==> config.mk <==
export PLATFORM = sky130hd
export DESIGN_NAME = ec_link_engine
export DESIGN_NICKNAME = d
export VERILOG_FILES = /design/src/rtl/ec_link_pkg.sv /design/src/rtl/ec_rx_frame.sv /design/src/rtl/ec_tx_source.sv /design/src/rtl/ec_link_engine.sv
export SDC_FILE = /design/constraint.sdc
export NUM_CORES = 1
export LEC_CHECK = 0
export BUFFER_PORTS_ARGS = -buffer_cell sky130_fd_sc_hd__clkbuf_2
export CAP_MARGIN = 20
export CORE_MARGIN = 1
export CORE_UTILIZATION = 45
export DETAILED_ROUTE_END_ITERATION = 8
export PLACE_DENSITY = 0.59
export SLEW_MARGIN = 5
export SYNTH_ARGS = -nofsm -noshare
export SYNTH_HDL_FRONTEND = slang
export SYNTH_SLANG_ARGS = --single-unit
==> constraint.sdc <==
create_clock -name clk -period 5.8 [get_ports clk]
set_clock_uncertainty 0.2 [all_clocks]
set_input_delay 0.29 -clock clk [delete_from_list [all_inputs] [get_ports clk]]
set_output_delay 0.29 -clock clk [all_outputs]
set_load 0.02 [all_outputs]
==> src/rtl/ec_link_pkg.sv <==
`timescale 1ns/1ps
package ec_link_pkg;

   typedef enum logic [2:0] {
      ST_IDLE  = 3'd0,
      ST_CMD   = 3'd1,
      ST_FIRST = 3'd2,
      ST_TX    = 3'd3,
      ST_RECV  = 3'd4
   } link_state_e;

   localparam logic [7:0] READ_CMD  = 8'h01;
   localparam logic [7:0] NOOP_EDGE = 8'h02;
   localparam logic [7:0] NOOP_MID  = 8'h07;
   localparam int         NOOP_LEN  = 3;

   // expected inbound length from the two header bytes
   function automatic logic [8:0] expected_len(input logic [7:0] b0, input logic [7:0] b1);
      logic [8:0] n;
      if (!b0[7] || b0[6:5] == 2'd2) n = {1'b0, b1} + 9'd2;
      else if (b0[6:5] == 2'd0)      n = 9'd2;
      else if (b0[6:5] == 2'd1)      n = 9'd3;
      else                           n = 9'd0;
      return n;
   endfunction

endpackage

==> src/rtl/ec_rx_frame.sv <==
`timescale 1ns/1ps
module ec_rx_frame #(
   parameter int DEPTH = 32,
   localparam int PW = $clog2(DEPTH + 1),
   localparam int IW = $clog2(DEPTH)
) (
   input  logic          clk,
   input  logic          rst_n,
   input  logic          start_i,
   input  logic          push_i,
   input  logic          finish_i,
   input  logic [7:0]    byte_i,
   input  logic          ready_i,
   input  logic [IW-1:0] rd_idx_i,
   output logic [7:0]    rd_data_o,
   output logic [7:0]    cmd_o,
   output logic          len_ok_o,
   output logic          event_o,
   output logic          ovf_o,
   output logic          valid_o,
   output logic [PW-1:0] len_o
);
   import ec_link_pkg::*;

   logic [7:0]    mem [DEPTH];
   logic [PW-1:0] pos_q;
   logic          ovf_q;
   logic          valid_q;
   logic          full;

   assign full = (pos_q == PW'(DEPTH));

   always_ff @(posedge clk) begin
      if (start_i)
         mem[0] <= byte_i;
      else if (push_i && !full)
         mem[pos_q[IW-1:0]] <= byte_i;
   end

   always_ff @(posedge clk or negedge rst_n) begin
      if (!rst_n) begin
         pos_q   <= '0;
         ovf_q   <= 1'b0;
         valid_q <= 1'b0;
      end else begin
         if (start_i) begin
            pos_q <= PW'(1);
            ovf_q <= 1'b0;
         end else if (push_i) begin
            if (full) ovf_q <= 1'b1;
            else      pos_q <= pos_q + 1'b1;
         end
         if (finish_i && len_ok_o)
            valid_q <= 1'b1;
         else if (valid_q && ready_i)
            valid_q <= 1'b0;
      end
   end

   assign cmd_o     = mem[0];
   assign event_o   = mem[0][7];
   assign len_ok_o  = !ovf_q && (9'(pos_q) == expected_len(mem[0], mem[1]));
   assign ovf_o     = push_i && full;
   assign valid_o   = valid_q;
   assign len_o     = pos_q;
   assign rd_data_o = mem[rd_idx_i];

   p_no_overflow_r7: assert property (@(posedge clk) disable iff (!rst_n)
      (push_i && full && !start_i) |=> (pos_q == $past(pos_q)));

   p_rx_hold_r6: assert property (@(posedge clk) disable iff (!rst_n)
      (valid_q && !ready_i) |=> (valid_q && $stable(pos_q)));

endmodule

==> src/rtl/ec_tx_source.sv <==
`timescale 1ns/1ps
module ec_tx_source #(
   parameter int DEPTH = 32,
   localparam int PW = $clog2(DEPTH + 1),
   localparam int IW = $clog2(DEPTH)
) (
   input  logic          clk,
   input  logic          rst_n,
   input  logic          wr_en_i,
   input  logic [IW-1:0] wr_idx_i,
   input  logic [7:0]    wr_data_i,
   input  logic          send_i,
   input  logic [PW-1:0] send_len_i,
   input  logic          begin_i,
   input  logic          next_i,
   input  logic          rewind_i,
   input  logic          answer_i,
   input  logic          release_i,
   output logic [7:0]    first_o,
   output logic [7:0]    cur_o,
   output logic          more_o,
   output logic          done_o,
   output logic          pending_o,
   output logic          req_n_o
);
   import ec_link_pkg::*;

   logic [7:0]    mem [DEPTH];
   logic [PW-1:0] len_q;
   logic [PW-1:0] pos_q;
   logic          pend_q;
   logic          noop_q;
   logic          req_n_q;
   logic          accept;
   logic          set_low;
   logic [PW-1:0] cur_len;
   logic [7:0]    noop_byte;

   assign accept  = send_i && !pend_q;
   assign set_low = accept || rewind_i;

   always_ff @(posedge clk) begin
      if (wr_en_i && !pend_q) mem[wr_idx_i] <= wr_data_i;
   end

   always_ff @(posedge clk or negedge rst_n) begin
      if (!rst_n) begin
         len_q   <= '0;
         pos_q   <= '0;
         pend_q  <= 1'b0;
         noop_q  <= 1'b0;
         req_n_q <= 1'b1;
      end else begin
         if (accept) begin
            pend_q <= 1'b1;
            len_q  <= send_len_i;
         end else if (answer_i) begin
            pend_q <= 1'b0;
         end
         if (begin_i) begin
            noop_q <= !pend_q;
            pos_q  <= PW'(1);
         end else if (rewind_i) begin
            pos_q  <= '0;
         end else if (next_i) begin
            pos_q  <= pos_q + 1'b1;
         end
         if (set_low)        req_n_q <= 1'b0;
         else if (release_i) req_n_q <= 1'b1;
      end
   end

   assign noop_byte = (pos_q == PW'(1)) ? NOOP_MID : NOOP_EDGE;
   assign cur_len   = noop_q ? PW'(NOOP_LEN) : len_q;
   assign cur_o     = noop_q ? noop_byte : mem[pos_q[IW-1:0]];
   assign first_o   = pend_q ? mem[0] : NOOP_EDGE;
   assign more_o    = pos_q < cur_len;
   assign done_o    = pos_q == cur_len;
   assign pending_o = pend_q;
   assign req_n_o   = req_n_q;

   p_req_release_r12: assert property (@(posedge clk) disable iff (!rst_n)
      (release_i && !set_low) |=> req_n_q);

   p_answer_only_r13: assert property (@(posedge clk) disable iff (!rst_n)
      $fell(pend_q) |-> $past(answer_i));

endmodule

==> src/rtl/ec_link_engine.sv <==
`timescale 1ns/1ps
module ec_link_engine #(
   parameter int RX_DEPTH = 32,
   parameter int TX_DEPTH = 32,
   localparam int RX_PW = $clog2(RX_DEPTH + 1),
   localparam int RX_IW = $clog2(RX_DEPTH),
   localparam int TX_PW = $clog2(TX_DEPTH + 1),
   localparam int TX_IW = $clog2(TX_DEPTH)
) (
   input  logic             clk,
   input  logic             rst_n,
   input  logic [7:0]       own_addr,
   input  logic             ev_valid,
   input  logic             ev_irq,
   input  logic             ev_end,
   input  logic             ev_addr,
   input  logic             ev_rnw,
   input  logic [7:0]       ev_byte,
   output logic             tx_valid,
   output logic [7:0]       tx_byte,
   output logic             err_pulse,
   output logic             ovf_pulse,
   output logic             req_n,
   input  logic             ob_wr_en,
   input  logic [TX_IW-1:0] ob_wr_idx,
   input  logic [7:0]       ob_wr_data,
   input  logic             ob_send,
   input  logic [TX_PW-1:0] ob_len,
   output logic             ob_busy,
   output logic             rx_valid,
   input  logic             rx_ready,
   output logic [RX_PW-1:0] rx_len,
   input  logic [RX_IW-1:0] rx_rd_idx,
   output logic [7:0]       rx_rd_data
);
   import ec_link_pkg::*;

   generate
      if (RX_DEPTH < 4 || RX_DEPTH > 255) begin : g_bad_rx
         $error("RX_DEPTH must lie in 4..255");
      end
      if (TX_DEPTH < 4 || TX_DEPTH > 255) begin : g_bad_tx
         $error("TX_DEPTH must lie in 4..255");
      end
   endgenerate

   link_state_e state_q, nxt, cur;
   logic        is_start, is_rdstart, is_plain, live;
   logic        rx_start, rx_push, rx_fin, rx_ok, rx_event, rx_ovf;
   logic [7:0]  rx_cmd;
   logic        tx_begin, tx_next, tx_rew, tx_more, tx_done, tx_answer, tx_release;
   logic [7:0]  tx_first, tx_cur, snd;
   logic        err_d;

   assign live       = ev_valid && ev_irq;
   assign is_start   = ev_addr && !ev_rnw && !ev_end;
   assign is_rdstart = ev_addr && ev_rnw && !ev_end;
   assign is_plain   = !ev_addr && !ev_rnw && !ev_end;
   assign tx_answer  = rx_fin && rx_ok && !rx_event;
   assign tx_release = live && is_rdstart;

   always_comb begin
      nxt      = state_q;
      cur      = state_q;
      snd      = 8'hFF;
      err_d    = 1'b0;
      rx_start = 1'b0;
      rx_push  = 1'b0;
      rx_fin   = 1'b0;
      tx_begin = 1'b0;
      tx_next  = 1'b0;
      tx_rew   = 1'b0;
      if (ev_valid && !ev_irq) begin
         err_d = 1'b1;
      end else if (live) begin
         if (is_start) cur = ST_IDLE;
         case (cur)
            ST_IDLE: begin
               if (!is_start) err_d = 1'b1;
            end
            ST_CMD: begin
               if (!is_plain || rx_valid) begin
                  err_d = 1'b1;
                  nxt   = ST_IDLE;
               end else begin
                  rx_start = 1'b1;
                  nxt      = ST_FIRST;
               end
            end
            ST_FIRST: begin
               if (is_rdstart) begin
                  if (rx_cmd != READ_CMD) begin
                     err_d = 1'b1;
                     nxt   = ST_IDLE;
                  end else begin
                     tx_begin = 1'b1;
                     snd      = tx_first;
                     nxt      = ST_TX;
                  end
               end else if (is_plain) begin
                  rx_push = 1'b1;
                  nxt     = ST_RECV;
               end else begin
                  err_d = 1'b1;
                  nxt   = ST_IDLE;
               end
            end
            ST_TX: begin
               if (ev_end) begin
                  if (!tx_done) tx_rew = 1'b1;
                  else          nxt    = ST_IDLE;
               end else if (!ev_rnw || ev_addr) begin
                  err_d = 1'b1;
                  nxt   = ST_IDLE;
               end else if (tx_more) begin
                  snd     = tx_cur;
                  tx_next = 1'b1;
               end else begin
                  err_d = 1'b1;
                  nxt   = ST_IDLE;
               end
            end
            ST_RECV: begin
               if (ev_end && !ev_rnw) begin
                  rx_fin = 1'b1;
                  nxt    = ST_IDLE;
                  if (!rx_ok) err_d = 1'b1;
               end else if (ev_rnw || ev_addr) begin
                  err_d = 1'b1;
                  nxt   = ST_IDLE;
               end else begin
                  rx_push = 1'b1;
               end
            end
            default: nxt = ST_IDLE;
         endcase
         if (is_start) begin
            nxt = ST_CMD;
            if (ev_byte != own_addr) err_d = 1'b1;
         end
      end
   end

   always_ff @(posedge clk or negedge rst_n) begin
      if (!rst_n) begin
         state_q   <= ST_IDLE;
         tx_valid  <= 1'b0;
         tx_byte   <= 8'hFF;
         err_pulse <= 1'b0;
         ovf_pulse <= 1'b0;
      end else begin
         state_q   <= nxt;
         tx_valid  <= live && ev_rnw && !ev_end;
         tx_byte   <= snd;
         err_pulse <= err_d;
         ovf_pulse <= rx_ovf;
      end
   end

   ec_rx_frame #(.DEPTH(RX_DEPTH)) u_rx (
      .clk       (clk),
      .rst_n     (rst_n),
      .start_i   (rx_start),
      .push_i    (rx_push),
      .finish_i  (rx_fin),
      .byte_i    (ev_byte),
      .ready_i   (rx_ready),
      .rd_idx_i  (rx_rd_idx),
      .rd_data_o (rx_rd_data),
      .cmd_o     (rx_cmd),
      .len_ok_o  (rx_ok),
      .event_o   (rx_event),
      .ovf_o     (rx_ovf),
      .valid_o   (rx_valid),
      .len_o     (rx_len)
   );

   ec_tx_source #(.DEPTH(TX_DEPTH)) u_tx (
      .clk        (clk),
      .rst_n      (rst_n),
      .wr_en_i    (ob_wr_en),
      .wr_idx_i   (ob_wr_idx),
      .wr_data_i  (ob_wr_data),
      .send_i     (ob_send),
      .send_len_i (ob_len),
      .begin_i    (tx_begin),
      .next_i     (tx_next),
      .rewind_i   (tx_rew),
      .answer_i   (tx_answer),
      .release_i  (tx_release),
      .first_o    (tx_first),
      .cur_o      (tx_cur),
      .more_o     (tx_more),
      .done_o     (tx_done),
      .pending_o  (ob_busy),
      .req_n_o    (req_n)
   );

   p_cmd_entry_r2: assert property (@(posedge clk) disable iff (!rst_n)
      (state_q == ST_CMD && $past(state_q) != ST_CMD) |->
         $past(ev_valid && ev_irq && ev_addr && !ev_rnw && !ev_end));

   p_tx_read_only_r14: assert property (@(posedge clk) disable iff (!rst_n)
      tx_valid |-> $past(ev_valid && ev_irq && ev_rnw && !ev_end));

endmodule

==> impl_metrics.json, run 1 <==
{
  "tightest_slew_ns": 1.07,
  "cts_root_buf": "clkbuf_16",
  "fp.dieH_um": 225,
  "crit_chain": "buf_4 > buf_4 > mux4_2 > mux4_2 > mux2_2 > clkbuf_2",
  "via_per_inst": 5.74,
  "final-hold-violation-count": 0,
  "layout_common_cells": "512 x edfxtp_1, 157 x mux4_2, 76 x nor2_1, 76 x clkbuf_2, 56 x clkbuf_16",
  "grt-ovfl-total": 0,
  "place_ws_ns": 2.20,
  "yosys_warnings": 0,
  "layout-drive-gt1-share_pct": 31.1,
  "status": "completed",
  "drv_slew": 0,
  "dr.pass1.iters": 5,
  "vias": 11163,
  "slowest_stage": "buf_4",
  "synth_cells": 1119,
  "syn-num-nets": 1180,
  "rows": 81,
  "port_buffers": 77,
  "cts_max_path_buffers": 3,
  "r2r-end": "tx_byte[1]",
  "rr_worst_depth": 6,
  "antenna_found_initial": 1,
  "post-route-worst-setup-slack_ns": 2.26,
  "place.gp.congestion": 0.790,
  "synth_ff_type": "edfxtp_1",
  "track_usage_pct": 20.7,
  "fin_crit_ns": 3.54,
  "core_um2": 49000,
  "max-vdd-ir-drop_v": 0.000231,
  "grt_pass1_wl_mm": 75.5,
  "postSynthAreaPerCell_um2": 20.0,
  "hold_path_class": "in -> reg",
  "clock_tree.htree_level_count": 2,
  "cap_violations": 0,
  "cp-end-kind": "output pin",
  "fp.dieArea_um2": 50600,
  "ys_async_sr_fraction_pct": 6.74,
  "cts_buffers": 55,
  "reg2reg_slack_ns": 2.51,
  "final_util_pct": 52.2,
  "reg2reg_from": "u_tx.pos_q[0]",
  "max_slew_margin_pct": 28.2,
  "ys_seq_elements": 549,
  "critical_path.startpoint": "rx_rd_idx[0]",
  "fin_hold_ws_ns": 0.0335,
  "rsz0062_at_grt": "no",
  "hpwlAfterDp_mm": 32.6,
  "num-fill-cells": 3876,
  "pin_count": 78,
  "path_clk_slew_ns": 0.06,
  "crit_family": "multiplexers",
  "postRouteAntennaNets": 0,
  "path_buf_inv": 3,
  "worstHoldStart": "ev_byte[1]",
  "dieWidth_um": 225,
  "layout_commonest_cell": "edfxtp_1",
  "p_total_mw": 8.24,
  "drc": 0,
  "required_ns": 5.31,
  "start_kind": "input port",
  "grt_pass1_vias": 11399,
  "power_density_nw_per_um2": 322,
  "wl_per_cell_um": 26.1,
  "crit_arrival_ns": 3.05,
  "fin_crit_sh_pct": 61.0,
  "antenna_cells": 0,
  "p_leak_nw": 8.17,
  "synth_area_um2": 22400,
  "start_util_pct": 45.7,
  "cts_sinks": 549,
  "timing.fmax_mhz": 283,
  "drt-initial-drc-count": 852,
  "final_nets": 1298,
  "wirelength_mm": 50.8,
  "finalSetupTns_ns": 0,
  "holdPathEnd": "u_rx.mem[15][1]",
  "cts_tree": "built",
  "path_class": "in -> out",
  "crit_fanout": 44,
  "synth_edf_count": 512,
  "seq_area_frac_synth_pct": 72.9,
  "synthDistinctLibCells": 71,
  "grt_max_degree": 64,
  "syn_to_final_growth_pct": 14.3,
  "final-setup-viol-count": 0,
  "hold_depth": 2,
  "insertion_delay_ns": 0.60,
  "max_stage_delay_ns": 0.65
}
[metal layers]
layer  track usage, %  routed length (um)  up-vias
met5                0                  13        -
met4             7.33                1510        2
met3             4.02                2770       79
met2             33.2               24900      322
met1             28.3               21600     5888
li1                 -                   -     4872
[report_power, final]
group	switching, mW	leakage (nW)	total (mW)	internal [mW]
clock network	1.48	0.889	3.56	2.08
logic	0.190	2.23	0.320	0.129
registers	0.0191	5.06	4.36	4.34
total	1.69	8.17	8.24	6.55
[worst max path at each step]
stage                            endpoint  cells after the start
after floorplan             u_tx.pos_q[3]                     11
after global placement    u_rx.mem[18][1]                      6
after detailed placement    rx_rd_data[4]                      6
after CTS                   rx_rd_data[4]                      6
after global routing        rx_rd_data[4]                      6
final                       rx_rd_data[4]                      6
[cell type report]
class	count	area, um^2	area share (%)
tap	664	831	3.25
timing repair buffer	122	786	3.07
clock buffer	74	1500	5.86
inverter	6	22.5	0.0881
sequential	549	16300	63.8
multi-input combinational	503	5790	22.6
clock inverter	27	314	1.23
[worst register-to-register path, cell delays in order (launching register included)]
cell and delay [ns]:
dfrtp_4 0.77, buf_4 0.75, mux4_2 0.68, mux2i_1 0.21
o2111ai_1 0.21, a211oi_1 0.29, o22ai_1 0.09
[synthesized netlist by cell type (3+ instances only)]
master / count / area, um^2
edfxtp_1: 512 / 15400
mux4_2: 157 / 3540
nor2_1: 76 / 285
nand2_1: 38 / 143
dfrtp_1: 28 / 701
clkbuf_1: 26 / 97.6
a21oi_1: 21 / 105
buf_2: 18 / 90.1
mux2_2: 17 / 191
nand3_1: 17 / 85.1
nor3_1: 15 / 75.1
xnor2_1: 13 / 114
ha_1: 11 / 138
nand2b_1: 10 / 62.6
buf_1: 9 / 33.8
dfstp_2: 9 / 236
nand4_1: 9 / 56.3
o21ai_0: 8 / 40.0
buf_4: 7 / 52.6
nor2b_1: 7 / 43.8
inv_1: 6 / 22.5
nand3b_1: 6 / 45.0
nor4_1: 6 / 37.5
o2111ai_1: 6 / 52.6
or3_1: 6 / 37.5
xor2_1: 6 / 52.6
a211oi_1: 5 / 37.5
o211ai_1: 4 / 30.0
or3b_2: 4 / 35.0
or4_1: 4 / 30.0
a31oi_1: 3 / 18.8
and2_1: 3 / 18.8
and3_1: 3 / 18.8
nor3b_1: 3 / 22.5
[cells by family after synthesis]
family	share of synthesized area, %
compound gates	2.22
xor+xnor	0.744
buf+inv	1.38
fa+ha+maj	0.615
simple gates	5.34
flops	72.9
mux	16.8
[stage by stage]
stage / instance area, um^2 / instances
after global placement: 23500 / 1819
after floorplan: 22400 / 1119
after CTS: 25500 / 1942
after global routing: 25600 / 1945
final: 25600 / 1945
after detailed placement: 23500 / 1824
[state kept, by name, summed over array words and instances (netlist names), 3 cells and up]
name,flops
u_rx.len_o,6
u_tx.pos_q,6
state_q,3
u_rx.mem,256
u_tx.mem,256
tx_byte,8
u_tx.len_q,6
[what timing repair did]
item	4_1_cts	5_1_grt
buffers inserted	0	0
gates resized for setup	0	0
hold buffers	17	1
hold endpoints to repair	57	13
No activity file was read; power rests on OpenSTA's default activity.
==> run 2: changes to the inputs <==
PLACE_DENSITY = 0.61   (was 0.59)
clock period = 3 ns   (was 5.8 ns; I/O delays follow)
==> run 2 against run 1 <==
  * Sequential power increased by 93%
  * Highest routed layer is now met4
  * Design area increased by 3.9%
  * First-iteration DRC count increased by 19%
  * Critical path type is now reg -> out
  * Via count increased by 3.0%
  * Routed wire length increased by 0.79%
  * Clock-buffer cell count increased by 5
  * Critical endpoint is now rx_rd_data[6]
  * Combinational power increased by 120%
  * Largest power group unchanged
==> impl_metrics.json, run 2 (synthesis gave the netlist of run 1 again) <==
{
  "finalSetupTns_ns": 0,
  "tightest_slew_ns": 0.767,
  "place.gp.congestion": 0.817,
  "pwr-share-seq_pct": 52.1,
  "p_comb_share_pct": 4.3,
  "num-fill-cells": 3780,
  "clkPwrFrac_pct": 43.6,
  "post-route-worst-setup-slack_ns": 0.0505,
  "insertion_delay_ns": 0.62,
  "wirelength_mm": 51.2,
  "hold_depth": 2,
  "reg_top3": "u_rx.mem x256, u_tx.mem x256, tx_byte x8",
  "p_sw_mw": 3.32,
  "fin_crit_ns": 2.95,
  "clock_tree.htree_level_count": 2,
  "p_leak_nw": 8.75,
  "path_clk_slew_ns": 0.06,
  "vias": 11501,
  "rows": 81,
  "cp-end-kind": "output pin",
  "cts_max_path_buffers": 3,
  "cap_violations": 0,
  "grt_pass1_vias": 11864,
  "reg2reg_from": "u_rx.mem[1][1]",
  "syn_to_final_growth_pct": 18.7,
  "antenna_cells": 0,
  "grt-ovfl-total": 0,
  "cts_sinks": 549,
  "fp.dieH_um": 225,
  "antenna_found_initial": 0,
  "rsz0062_at_grt": "no",
  "reg2reg_slack_ns": 0.14,
  "rr_worst_depth": 8,
  "fin_crit_sh_pct": 98.3,
  "wl_per_cell_um": 24.9,
  "cts_tree": "built",
  "cts_root_buf": "clkbuf_16",
  "r2r-end": "u_rx.valid_o",
  "required_ns": 2.65,
  "fin_hold_ws_ns": 0.00557,
  "track_usage_pct": 20.9,
  "crit_arrival_ns": 2.60,
  "grt_max_degree": 38,
  "start_kind": "flip-flop",
  "port_buffers": 77,
  "drc": 0,
  "max_slew_margin_pct": 48.9,
  "cts_buffers": 56,
  "timing.fmax_mhz": 339,
  "fp.dieArea_um2": 50600,
  "power_density_nw_per_um2": 608,
  "final-hold-violation-count": 0,
  "drt-initial-drc-count": 1014,
  "layout_commonest_cell": "edfxtp_1",
  "status": "completed",
  "hold_path_class": "in -> reg",
  "layout-drive-gt1-share_pct": 34.5,
  "path_class": "reg -> out",
  "core_um2": 49000,
  "max-vdd-ir-drop_v": 0.000454,
  "holdPathEnd": "u_rx.mem[16][0]",
  "postRouteAntennaNets": 0,
  "dieWidth_um": 225,
  "dr.pass1.iters": 5,
  "start_util_pct": 45.7,
  "crit_fanout": 4,
  "hpwlAfterDp_mm": 33.6,
  "place_ws_ns": 0.121,
  "final-setup-viol-count": 0,
  "worstHoldStart": "ev_byte[0]",
  "p_int_mw": 12.8,
  "layout_common_cells": "512 x edfxtp_1, 157 x mux4_2, 103 x buf_4",
  "swShare_pct": 20.5,
  "grt_pass1_wl_mm": 77.0,
  "via_per_inst": 5.60,
  "final_nets": 1405,
  "drv_slew": 0,
  "pin_count": 78
}
-- run 2: changes by cell type in the layout (fill, tap and decap cells not counted), moves of 3 or more --
| cell | before | now |
|---|---|---|
| buf_4 | 23 | 103 |
| dlygate4sd3_1 | 18 | 40 |
| buf_12 | 1 | 9 |
| clkbuf_8 | 3 | 7 |
| clkinv_1 | 2 | 6 |
| clkinv_2 | 12 | 9 |
-- run 2: worst max-delay path, stage by stage (launching register included) --
cell,delay [ns]
edfxtp_1,0.50
mux4_2,0.54
mux4_2,0.49
mux2_2,0.30
clkbuf_2,0.16
-- run 2: how the worst max path moves through the flow --
stage | endpoint | start | slack, ns
6_report | rx_rd_data[6] | u_rx.mem[0][6] | 0.05
5_1_grt | rx_rd_data[6] | u_rx.mem[0][6] | 0.005
4_1_cts | rx_rd_data[6] | u_rx.mem[0][6] | 0.01
3_5_place_dp | u_tx.pos_q[3] | u_tx.noop_q | 0.12
3_3_place_gp | u_tx.pos_q[3] | u_tx.noop_q | 0.14
2_1_floorplan | u_tx.pos_q[3] | u_tx.pos_q[0] | 0.06
-- run 2: layer usage --
layer | part of all wire (%) | global-route usage [%] | wire length (um)
met1 | 43 | 29.5 | 22100
met2 | 49 | 34.1 | 25300
met3 | 5.5 | 3.59 | 2790
met4 | 2.0 | 5.38 | 1020
met5 | 0 | 0 | 0
-- run 2: per-stage QoR --
step / power [mW] / instance area (um^2) / instances / utilization [%]
6_report: 16.2 / 26500 / 2055 / 54.2
5_1_grt: 16.6 / 26500 / 2055 / 54.2
4_1_cts: 16.3 / 26500 / 2051 / 54.1
3_5_place_dp: 9.22 / 24200 / 1906 / 49.5
3_3_place_gp: 9.21 / 24200 / 1906 / 49.5
2_1_floorplan: 8.90 / 22400 / 1119 / -
-- run 2: repair_timing --
| action | 4_1_cts | 5_1_grt |
|---|---|---|
| hold buffers | 39 | 1 |
| gates resized for setup | 0 | 2 |
| buffers inserted | 1 | 2 |
| endpoints found under the hold margin | 117 | 5 |
| pin swaps | 0 | 1 |
| setup endpoints to repair | 1 | 3 |
-- run 2: cell type report --
type                            count  area [um^2]  area share (%)
Multi-Input combinational cell    503         5770            21.7
Sequential cell                   549        16300            61.5
Inverter                            6         22.5          0.0848
Tap cell                          664          831            3.13
Clock buffer                       79         1560            5.87
Clock inverter                     26          309            1.16
Timing Repair Buffer              228         1730            6.53
-- run 2: power groups by stage --
stage | clock network, mW | logic, mW | registers, mW
after floorplan | 0 | 0.338 | 8.57
after global placement | 0 | 0.639 | 8.57
after detailed placement | 0 | 0.649 | 8.57
after CTS | 7.18 | 0.700 | 8.41
after global routing | 7.47 | 0.759 | 8.41
final | 7.04 | 0.702 | 8.41
